## config.mk

```make
export PLATFORM = sky130hd
export DESIGN_NAME = vbw_blank_gen
export DESIGN_NICKNAME = d
export VERILOG_FILES = /design/src/rtl/vbw_pkg.sv /design/src/rtl/vbw_field_reg.sv /design/src/rtl/vbw_hwin.sv /design/src/rtl/vbw_vwin.sv /design/src/rtl/vbw_blank_gen.sv
export SDC_FILE = /design/constraint.sdc
export NUM_CORES = 1
export LEC_CHECK = 0
export ABC_AREA = 1
export CAP_MARGIN = 5
export CORE_MARGIN = 10
export CORE_UTILIZATION = 45
export DETAILED_ROUTE_END_ITERATION = 7
export PLACE_DENSITY = 0.74
export SLEW_MARGIN = 10
export SYNTH_ARGS = -nofsm -noshare
export SYNTH_HDL_FRONTEND = slang
export SYNTH_SLANG_ARGS = --single-unit
```

## constraint.sdc

```tcl
create_clock -name clk -period 2.4 [get_ports clk]
set_input_delay 0.6 -clock clk [delete_from_list [all_inputs] [get_ports clk]]
set_output_delay 0.6 -clock clk [all_outputs]
set_load 0.01 [all_outputs]
```

## src/rtl/vbw_pkg.sv

```systemverilog
package vbw_pkg;

   // Configuration register select codes
   typedef enum logic [2:0] {
      REG_HS_LO = 3'd0,
      REG_HS_HI = 3'd1,
      REG_HE    = 3'd2,
      REG_VS_LO = 3'd3,
      REG_VS_HI = 3'd4,
      REG_VE_LO = 3'd5,
      REG_VE_HI = 3'd6
   } vbw_reg_e;

   localparam int unsigned VBW_ADDR_W = $bits(vbw_reg_e);

endpackage

```

## src/rtl/vbw_field_reg.sv

```systemverilog
module vbw_field_reg #(
   parameter int unsigned           W       = 10,
   parameter int unsigned           DATA_W  = 8,
   parameter int unsigned           ADDR_W  = 3,
   parameter logic [W-1:0]          RST     = '0,
   parameter logic [ADDR_W-1:0]     LO_ADDR = '0,
   parameter logic [ADDR_W-1:0]     HI_ADDR = '0
) (
   input  logic              clk,
   input  logic              rst_n,
   input  logic              wr,
   input  logic [ADDR_W-1:0] addr,
   input  logic [DATA_W-1:0] wdata,
   input  logic              load,
   output logic [W-1:0]      act
);

   logic [W-1:0] shadow;

   generate
      if (W > 2 * DATA_W) begin : g_bad_width
         $error("vbw_field_reg: field wider than two data bytes");
      end

      if (W > DATA_W) begin : g_two_byte
         localparam int unsigned HW = W - DATA_W;
         always_ff @(posedge clk) begin
            if (!rst_n) begin
               shadow <= RST;
            end else if (wr) begin
               if (addr == LO_ADDR) shadow[DATA_W-1:0] <= wdata;
               if (addr == HI_ADDR) shadow[W-1:DATA_W] <= wdata[HW-1:0];
            end
         end
      end else begin : g_one_byte
         always_ff @(posedge clk) begin
            if (!rst_n) begin
               shadow <= RST;
            end else if (wr && addr == LO_ADDR) begin
               shadow <= wdata[W-1:0];
            end
         end
      end
   endgenerate

   // Active copy follows the shadow only at a field boundary
   always_ff @(posedge clk) begin
      if (!rst_n)    act <= RST;
      else if (load) act <= shadow;
   end

endmodule

```

## src/rtl/vbw_hwin.sv

```systemverilog
module vbw_hwin #(
   parameter int unsigned HCNT_W    = 10,
   parameter int unsigned HS_W      = 10,
   parameter int unsigned HE_W      = 8,
   parameter int unsigned START_ORG = 32,
   parameter int unsigned END_ORG   = 0
) (
   input  logic              clk,
   input  logic              rst_n,
   input  logic              hs_rise,
   input  logic [HS_W-1:0]   hs_val,
   input  logic [HE_W-1:0]   he_val,
   output logic [HCNT_W-1:0] hcnt,
   output logic              hblank
);

   localparam int unsigned W_A   = (HCNT_W > HS_W) ? HCNT_W : HS_W;
   localparam int unsigned CMP_W = ((W_A > HE_W) ? W_A : HE_W) + 1;
   localparam logic [HCNT_W-1:0] HCNT_MAX = '1;

   logic [CMP_W-1:0] pos_start;
   logic [CMP_W-1:0] pos_end;
   logic             start_hit;
   logic             end_hit;

   generate
      if (START_ORG >= (2 ** HS_W)) begin : g_bad_start_org
         $error("vbw_hwin: start origin outside start field range");
      end
      if (END_ORG == 0) begin : g_end_direct
         assign pos_end = CMP_W'(hcnt);
      end else begin : g_end_offset
         assign pos_end = CMP_W'(hcnt) + CMP_W'(END_ORG);
      end
   endgenerate

   assign pos_start = CMP_W'(hcnt) + CMP_W'(START_ORG);
   assign start_hit = (pos_start == CMP_W'(hs_val));
   assign end_hit   = (pos_end == CMP_W'(he_val));

   always_ff @(posedge clk) begin
      if (!rst_n) begin
         hcnt   <= '0;
         hblank <= 1'b0;
      end else begin
         if (hs_rise)               hcnt <= '0;
         else if (hcnt != HCNT_MAX) hcnt <= hcnt + 1'b1;

         if (end_hit)        hblank <= 1'b0;
         else if (start_hit) hblank <= 1'b1;
      end
   end

endmodule

```

## src/rtl/vbw_vwin.sv

```systemverilog
module vbw_vwin #(
   parameter int unsigned LINE_W   = 10,
   parameter int unsigned VP_W     = 9,
   parameter int unsigned NTSC_OFS = 262,
   parameter int unsigned PAL_OFS  = 313
) (
   input  logic              clk,
   input  logic              rst_n,
   input  logic              hs_rise,
   input  logic              vs_rise,
   input  logic              field_odd_i,
   input  logic              pal_i,
   input  logic [VP_W-1:0]   vs_val,
   input  logic [VP_W-1:0]   ve_val,
   output logic [LINE_W-1:0] vcnt,
   output logic [LINE_W-1:0] vs_eff,
   output logic [LINE_W-1:0] ve_eff,
   output logic              vblank
);

   localparam int unsigned BIG_OFS = (PAL_OFS > NTSC_OFS) ? PAL_OFS : NTSC_OFS;
   localparam logic [LINE_W-1:0] LINE_MAX = '1;

   logic              field_odd_q;
   logic              pal_q;
   logic [LINE_W-1:0] ofs;

   generate
      if ((2 ** VP_W) - 1 + BIG_OFS >= (2 ** LINE_W)) begin : g_bad_line_w
         $error("vbw_vwin: line counter too narrow for shifted window");
      end
      if (PAL_OFS == NTSC_OFS) begin : g_one_ofs
         always_comb ofs = field_odd_q ? '0 : LINE_W'(NTSC_OFS);
      end else begin : g_two_ofs
         always_comb ofs = field_odd_q ? '0 :
                           (pal_q ? LINE_W'(PAL_OFS) : LINE_W'(NTSC_OFS));
      end
   endgenerate

   assign vs_eff = LINE_W'(vs_val) + ofs;
   assign ve_eff = LINE_W'(ve_val) + ofs;

   always_ff @(posedge clk) begin
      if (!rst_n) begin
         field_odd_q <= 1'b1;
         pal_q       <= 1'b0;
         vcnt        <= '0;
         vblank      <= 1'b0;
      end else begin
         if (vs_rise) begin
            field_odd_q <= field_odd_i;
            pal_q       <= pal_i;
         end

         if (vs_rise && field_odd_i)           vcnt <= '0;
         else if (hs_rise && vcnt != LINE_MAX) vcnt <= vcnt + 1'b1;

         if (vcnt == ve_eff)      vblank <= 1'b0;
         else if (vcnt == vs_eff) vblank <= 1'b1;
      end
   end

endmodule

```

## src/rtl/vbw_blank_gen.sv

```systemverilog
module vbw_blank_gen
   import vbw_pkg::*;
#(
   parameter int unsigned HCNT_W   = 10,
   parameter int unsigned LINE_W   = 10,
   parameter int unsigned HS_W     = 10,
   parameter int unsigned HE_W     = 8,
   parameter int unsigned VP_W     = 9,
   parameter int unsigned DATA_W   = 8,
   parameter int unsigned ADDR_W   = 3,
   parameter int unsigned HS_ORG   = 32,
   parameter int unsigned HE_ORG   = 0,
   parameter int unsigned NTSC_OFS = 262,
   parameter int unsigned PAL_OFS  = 313,
   parameter logic [HS_W-1:0] HS_RST = 10'h37A,
   parameter logic [HE_W-1:0] HE_RST = 8'h80,
   parameter logic [VP_W-1:0] VS_RST = 9'd256,
   parameter logic [VP_W-1:0] VE_RST = 9'd20,
   parameter bit              OUT_REG = 1'b0
) (
   input  logic              clk,
   input  logic              rst_n,
   input  logic              hsync_i,
   input  logic              vsync_i,
   input  logic              field_odd_i,
   input  logic              pal_mode_i,
   input  logic              blank_out_en_i,
   input  logic              cfg_wr_i,
   input  logic [ADDR_W-1:0] cfg_addr_i,
   input  logic [DATA_W-1:0] cfg_wdata_i,
   output logic              blank_o,
   output logic              pix_accept_o
);

   generate
      if (ADDR_W != VBW_ADDR_W) begin : g_bad_addr_w
         $error("vbw_blank_gen: address width does not match register codes");
      end
   endgenerate

   logic              hsync_q;
   logic              vsync_q;
   logic              hs_rise;
   logic              vs_rise;
   logic [HS_W-1:0]   hs_act;
   logic [HE_W-1:0]   he_act;
   logic [VP_W-1:0]   vs_act;
   logic [VP_W-1:0]   ve_act;
   logic [HCNT_W-1:0] hcnt;
   logic [LINE_W-1:0] vcnt;
   logic [LINE_W-1:0] vs_eff;
   logic [LINE_W-1:0] ve_eff;
   logic              hblank;
   logic              vblank;
   logic              blank_raw;

   // Sync leading-edge detection
   always_ff @(posedge clk) begin
      if (!rst_n) begin
         hsync_q <= 1'b0;
         vsync_q <= 1'b0;
      end else begin
         hsync_q <= hsync_i;
         vsync_q <= vsync_i;
      end
   end

   assign hs_rise = hsync_i & ~hsync_q;
   assign vs_rise = vsync_i & ~vsync_q;

   // Window edge registers, shadowed until the next field boundary
   vbw_field_reg #(
      .W(HS_W), .DATA_W(DATA_W), .ADDR_W(ADDR_W), .RST(HS_RST),
      .LO_ADDR(ADDR_W'(REG_HS_LO)), .HI_ADDR(ADDR_W'(REG_HS_HI))
   ) u_hs_reg (
      .clk(clk), .rst_n(rst_n), .wr(cfg_wr_i), .addr(cfg_addr_i),
      .wdata(cfg_wdata_i), .load(vs_rise), .act(hs_act)
   );

   vbw_field_reg #(
      .W(HE_W), .DATA_W(DATA_W), .ADDR_W(ADDR_W), .RST(HE_RST),
      .LO_ADDR(ADDR_W'(REG_HE)), .HI_ADDR(ADDR_W'(REG_HE))
   ) u_he_reg (
      .clk(clk), .rst_n(rst_n), .wr(cfg_wr_i), .addr(cfg_addr_i),
      .wdata(cfg_wdata_i), .load(vs_rise), .act(he_act)
   );

   vbw_field_reg #(
      .W(VP_W), .DATA_W(DATA_W), .ADDR_W(ADDR_W), .RST(VS_RST),
      .LO_ADDR(ADDR_W'(REG_VS_LO)), .HI_ADDR(ADDR_W'(REG_VS_HI))
   ) u_vs_reg (
      .clk(clk), .rst_n(rst_n), .wr(cfg_wr_i), .addr(cfg_addr_i),
      .wdata(cfg_wdata_i), .load(vs_rise), .act(vs_act)
   );

   vbw_field_reg #(
      .W(VP_W), .DATA_W(DATA_W), .ADDR_W(ADDR_W), .RST(VE_RST),
      .LO_ADDR(ADDR_W'(REG_VE_LO)), .HI_ADDR(ADDR_W'(REG_VE_HI))
   ) u_ve_reg (
      .clk(clk), .rst_n(rst_n), .wr(cfg_wr_i), .addr(cfg_addr_i),
      .wdata(cfg_wdata_i), .load(vs_rise), .act(ve_act)
   );

   vbw_hwin #(
      .HCNT_W(HCNT_W), .HS_W(HS_W), .HE_W(HE_W),
      .START_ORG(HS_ORG), .END_ORG(HE_ORG)
   ) u_hwin (
      .clk(clk), .rst_n(rst_n), .hs_rise(hs_rise),
      .hs_val(hs_act), .he_val(he_act), .hcnt(hcnt), .hblank(hblank)
   );

   vbw_vwin #(
      .LINE_W(LINE_W), .VP_W(VP_W), .NTSC_OFS(NTSC_OFS), .PAL_OFS(PAL_OFS)
   ) u_vwin (
      .clk(clk), .rst_n(rst_n), .hs_rise(hs_rise), .vs_rise(vs_rise),
      .field_odd_i(field_odd_i), .pal_i(pal_mode_i),
      .vs_val(vs_act), .ve_val(ve_act), .vcnt(vcnt),
      .vs_eff(vs_eff), .ve_eff(ve_eff), .vblank(vblank)
   );

   assign blank_raw = blank_out_en_i & (hblank | vblank);

   generate
      if (OUT_REG) begin : g_out_reg
         logic blank_q;
         always_ff @(posedge clk) begin
            if (!rst_n) blank_q <= 1'b0;
            else        blank_q <= blank_raw;
         end
         assign blank_o = blank_q;
      end else begin : g_out_comb
         assign blank_o = blank_raw;
      end
   endgenerate

   assign pix_accept_o = ~blank_o;

endmodule

```

After elaboration in Yosys (flattened, before gate mapping)
Cells that the tools add are included.
{ "totals": {"out_inout_bits": 2, "reg_bits": 98, "word_cells": 60} }
{ "op_classes": {"n_bitwise": 8, "muxes": 2, "n_eq_ne": 12, "n_reduce_logical": 14, "n_addsub": 5} }
{ "ops": {"columns": ["operator", "n"], "rows": [
  ["$add A10 B1 Y10 const B", 2],
  ["$add A9 B10 Y10", 2],
  ["$eq A10 B10 Y1", 2],
  ["$ne A10 B10 Y1 const B", 2],
  ["$reduce_and A2 Y1", 6],
  ["$add A10 B6 Y11 const B", 1],
  ["$eq A11 B10 Y1", 1],
  ["$eq A10 B8 Y1", 1],
  ["$mux W10", 1],
  ["$eq A3 B3 Y1 const B", 3],
  ["$reduce_or A2 Y1", 4],
  ["$eq A3 B2 Y1 const B", 2],
  ["$mux W6", 1],
  ["$not A1 Y1", 4],
  ["$and A1 B1 Y1", 3],
  ["$eq A3 B1 Y1 const B", 1],
  ["$logic_and A1 B1 Y1", 3],
  ["$logic_not A3 Y1", 1],
  ["$or A1 B1 Y1", 1]
]} }

Depth between registers and ports, before layout
{ "logic_depth": {"depth_word": 5, "depth_mapped": 18, "ltp_nobuf": 18} }

Hierarchy
Synthesis repeated with hierarchy kept, for this count alone.
{ "unflattened": {"cells_unflattened": 921, "area_unflattened_um2": 5844.4} }
{ "by_module_without_submodules": {"columns": ["module", "n_inst", "area_each_um2", "cells_per_inst", "seq_area_each_um2"], "rows": [
  ["vbw_vwin", 1, 1995.7, 373, 260.2],
  ["vbw_hwin", 1, 917.1, 151, 220.2],
  ["vbw_field_reg at u_hs_reg", 1, 758.2, 99, 400.4],
  ["vbw_field_reg at u_ve_reg", 1, 728.2, 98, 360.3],
  ["vbw_field_reg at u_vs_reg", 1, 716.9, 100, 360.3],
  ["vbw_field_reg at u_he_reg", 1, 641.9, 86, 320.3],
  ["vbw_blank_gen", 1, 86.3, 14, 40.0]
]} }

Worst setup path before layout
Ideal clock, no wire load.
{ "synth_path": {"path_type": "reg2reg", "startpoint": "reg u_vwin.field_odd_q", "endpoint": "reg u_vwin.vblank", "path_stages_with_launch": 18, "path_slack_ns": 0.531, "t_arrival_ns": 1.755, "t_required_ns": 2.286, "setup_time_ns": 0.114, "cell_sequence": "dfxtp_1 nor2_1 nand2_1 inv_1 nor2_1 ha_1 inv_1 nand2_1 nand2_1 nand2_2 nand2_2 nand2_1 nand2_1 nand3_1 nand2_1 nor2_1 a21oi_1 nor2_1"} }
{ "synth_between": {"elab_chain_cells": 4, "word_cells_on_any_way": 6} }
{ "synth_rtl": {"columns": ["element", "line_no", "source"], "rows": [
  ["from (decl)", "vbw_vwin.sv:24", "logic field_odd_q;"],
  ["from (signal assigned)", "vbw_vwin.sv:51", "field_odd_q <= field_odd_i;"],
  ["$mux W10 (*)", "vbw_vwin.sv:35", "always_comb ofs = field_odd_q ? '0 :"],
  ["$add A9 B10 Y10", "vbw_vwin.sv:41", "assign ve_eff = LINE_W'(ve_val) + ofs;"],
  ["$eq A10 B10 Y1", "vbw_vwin.sv:58", "if (vcnt == ve_eff) vblank <= 1'b0;"],
  ["$reduce_or A2 Y1 (no source line)", null, null],
  ["to (signal assigned)", "vbw_vwin.sv:48", "vblank <= 1'b0;"],
  ["to (signal assigned)", "vbw_vwin.sv:58", null],
  ["to (signal assigned)", "vbw_vwin.sv:59", "else if (vcnt == vs_eff) vblank <= 1'b1;"],
  ["to (decl)", "vbw_vwin.sv:18", "output logic vblank"]
]} }
Mark *: on every way between the ends. The rest lies on a longest branch, timed or not.
A chain may end at the register's enable or synchronous reset.

Worst setup path after layout
{ "layout_path": {"startpoint": "in blank_out_en_i", "endpoint": "out pix_accept_o"} }
{ "layout_between": {"elab_chain_cells": 2} }
{ "layout_rtl": {"columns": ["element", "line_no", "source"], "rows": [
  ["from (decl)", "vbw_blank_gen.sv:27", "input logic blank_out_en_i,"],
  ["$and A1 B1 Y1", "vbw_blank_gen.sv:121", "assign blank_raw = blank_out_en_i & (hblank | vblank);"],
  ["$not A1 Y1", "vbw_blank_gen.sv:136", "assign pix_accept_o = ~blank_o;"],
  ["to (decl)", "vbw_blank_gen.sv:32", "output logic pix_accept_o"]
]} }
Every way passes these cells.

==> flow_metrics.py <==
metrics = {
    "outcome": {
        "status": "finished, final reports clean",
    },
    "power_and_ir_drop": {
        "p_int_uw": 2450,
        "p_seq_frac": 0.522,
        "leakage_uw": 0.00264,
        "p_per_area_nw_per_um2": 600,
        "combPwrFrac": 0.129,
        "clkPwrFrac": 0.349,
        "swShare": 0.269,
        "ir_drop_uv": 320,
        "p_switching_uw": 904,
    },
    "route": {
        "dr.first_iter.drc_count": 311,
        "totalWireLength_um": 11700,
        "drc_errors": 0,
        "wl_per_cell_um": 12.7,
        "antenna_left": 0,
        "routed_via_density": 4.99,
        "drt_first_pass_iters": 5,
        "vias": 4570,
    },
    "final_layout": {
        "fin_cells": 916,
        "fill_cells": 1114,
        "regArea_sq_um": 1960,
        "final_nets": 801,
        "syn_to_final_growth_pct": 12.1,
        "diodes": 0,
        "drive_above_1_share": 0.0503,
        "multi_input_area_sq_um": 2570,
    },
    "worst_hold_path": {
        "hold_path_class": "reg2reg",
        "hold_start": "u_vs_reg.shadow[6]$_SDFFE_PN0P_",
        "hold_depth": 2,
    },
    "global_routing": {
        "grt_pass1_vias": 4126,
        "grt_pass1_wl_um": 19900,
        "gr-total-overflow": 0,
        "antenna_found_initial": 0,
        "grt_max_degree": 77,
        "grt_usage": 0.149,
    },
    "synth": {
        "synth_area_leaders": "dfxtp_1 (39%), nand2_1 (13%), inv_1 (7.7%), nor2_1 (7.3%), o21ai_0 (7.1%)",
        "avgSynthCellArea_sq_um": 6.66,
        "yosysSeqAreaShare": 0.393,
        "synth_edf_count": 0,
        "ys_ff_latch": 98,
        "yosysMostFrequentCell": "nand2_1",
        "syn_nets": 778,
        "async_flop_share": 0,
        "ys.flop_type": "dfxtp_1",
        "synth.cell_area_sq_um": 4990,
        "yosysTopAreaCell": "dfxtp_1",
        "yosysWarningCount": 0,
        "synth_top_area_frac": 0.393,
        "synth_common_cells": "nand2_1 (167), inv_1 (102), dfxtp_1 (98), nor2_1 (97), o21ai_0 (71)",
        "ys_types": 33,
        "netlist_instances": 750,
    },
    "clock_tree": {
        "cts_buffers": 9,
        "clkTransAtPathRegs_ns": 0.10,
        "cts_setup_buffers": 0,
        "cts_sinks": 98,
        "insertion_delay_ns": 0.37,
        "clockBufferDepth": 2,
        "h-tree-depth": 3,
        "cts_tree": "done",
        "cts_root_buf": "clkbuf_8",
        "hold_buffers": 0,
    },
    "run": {
        "drv_cap": 0,
    },
    "timing": {
        "rsz0062_at_grt": "no",
        "fin_crit_ns": 2.27,
        "finalCritPeriodShare": 0.946,
        "worst_pin_slew_ns": 0.441,
        "max_slew_margin": 0.705,
        "hold_viol_final": 0,
        "finalSetupViolCount": 0,
        "finalMaxSlewViolations": 0,
        "fin_tns_setup_ns": 0,
        "fmax_mhz": 440,
        "fin_skew_ns": 0.00853,
    },
    "die": {
        "chipHeight_um": 125,
        "boundaryPins": 21,
        "die_w_um": 125,
        "num_rows": 38,
        "initial_core_util": 0.461,
        "die-area_sq_um": 15700,
        "fp.coreArea_sq_um": 10800,
    },
    "worst_setup_path": {
        "r2r_start": "u_vwin.field_odd_q$_SDFFE_PN1P_",
        "rrSetupSlack_ns": 0.31,
        "startpoint": "blank_out_en_i",
        "cp-endpoint": "pix_accept_o",
        "cp-start-kind": "primary input",
        "setup.worst_path.class": "in2out",
        "timing.rr.end": "u_vwin.vblank$_SDFFE_PP0N_",
        "required_ns": 1.80,
        "crit_fanout": 2,
        "arrival_ns": 1.67,
        "reg2reg_depth": 18,
        "end_kind": "output port",
    },
    "placement": {
        "numPortBuffers": 20,
        "gp_congestion": 0.935,
        "dp_hpwl_um": 8750,
        "dp.cells": 902,
    },
}
==> what timing repair did <==
item / in CTS / in global routing
gates resized for setup: 0 / 2
hold endpoints to repair: 0 / 0
endpoints found under the setup margin: 0 / 2
==> worst max-delay path, stage by stage <==
cell and delay (ns):
clkdlybuf4s50_1 0.39, o21ai_0 0.10, clkdlybuf4s50_1 0.58
==> how the worst min path moves through the flow <==
| stage | slack, ns | end |
|---|---|---|
| finish | 0.45 | u_vs_reg.act[6]$_SDFFE_PN0P_ |
| global route | 0.47 | u_vs_reg.shadow[0]$_SDFFE_PN0P_ |
| detailed placement | 0.44 | u_vs_reg.shadow[1]$_SDFFE_PN0P_ |
| global placement | 0.44 | u_vs_reg.shadow[1]$_SDFFE_PN0P_ |
| floorplan | 0.43 | u_vs_reg.shadow[8]$_SDFFE_PN1P_ |
| CTS | 0.45 | u_vs_reg.act[1]$_SDFFE_PN0P_ |
==> cell families after synthesis <==
family                   synth area share
XOR/XNOR                           0.0421
flip-flops                          0.393
adder cells (fa/ha/maj)            0.0226
buffers and inverters              0.0930
AND/OR/NAND/NOR                     0.306
AO/OA/AOI/OAI                       0.143
==> layer usage <==
metal  track usage  up-vias  wire, um
met4        0.0447        0       126
met2         0.217       89      4920
met5             0        -         0
li1              -     2459         -
met3        0.0287        7       477
met1         0.215     2015      6150
==> final cells by class <==
cell class,count,share of cell area
inverter,104,0.0698
clock buffer,9,0.0221
tap,140,0.0313
sequential,98,0.351
timing repair buffer,30,0.0510
clock inverter,5,0.0159
multi-input combinational,530,0.459
==> registers in the layout, summed over array words and instances (netlist names), 8 cells and up <==
name	count
u_hs_reg.act	10
u_hs_reg.shadow	10
u_hwin.hcnt	10
u_vwin.vcnt	10
u_ve_reg.act	9
u_ve_reg.shadow	9
u_vs_reg.act	9
u_vs_reg.shadow	9
u_he_reg.act	8
u_he_reg.shadow	8
==> cell usage in the layout (no fill, tap or decap), types with 3 or more instances in the layout <==
| master | instances |
|---|---|
| nand2_1 | 167 |
| nor2_1 | 96 |
| inv_1 | 102 |
| o21ai_0 | 71 |
| dfxtp_1 | 97 |
| nand3_1 | 67 |
| o211ai_1 | 8 |
| nand2_2 | 6 |
| clkbuf_8 | 9 |
| a31oi_1 | 3 |
| xor2_1 | 18 |
| ha_1 | 9 |
| xnor2_1 | 6 |
| clkdlybuf4s50_1 | 18 |
| a21oi_1 | 42 |
| nand4_1 | 10 |
| nor3_1 | 10 |
| buf_4 | 9 |
==> through the flow <==
step | hold slack [ns] | cell area [sq um] | total power, uW | worst slack (ns) | util
6_report | 0.447 | 5600 | 3360 | 0.130 | 0.516
2_1_floorplan | 0.429 | 4990 | 2080 | 0.531 | -
5_1_grt | 0.474 | 5600 | 3530 | 0.00183 | 0.516
3_3_place_gp | 0.441 | 5380 | 2210 | 0.0696 | 0.496
3_5_place_dp | 0.445 | 5380 | 2220 | 0.0205 | 0.496
4_1_cts | 0.449 | 5590 | 3390 | 0.0617 | 0.516
==> power by group through the flow <==
stage	combinational [uW]	clock, uW	sequential (uW)
floorplan	310	0	1770
global placement	424	0	1790
detailed placement	431	0	1790
CTS	436	1200	1750
global route	503	1260	1760
finish	435	1170	1750
No activity file was read; power rests on OpenSTA's default activity.
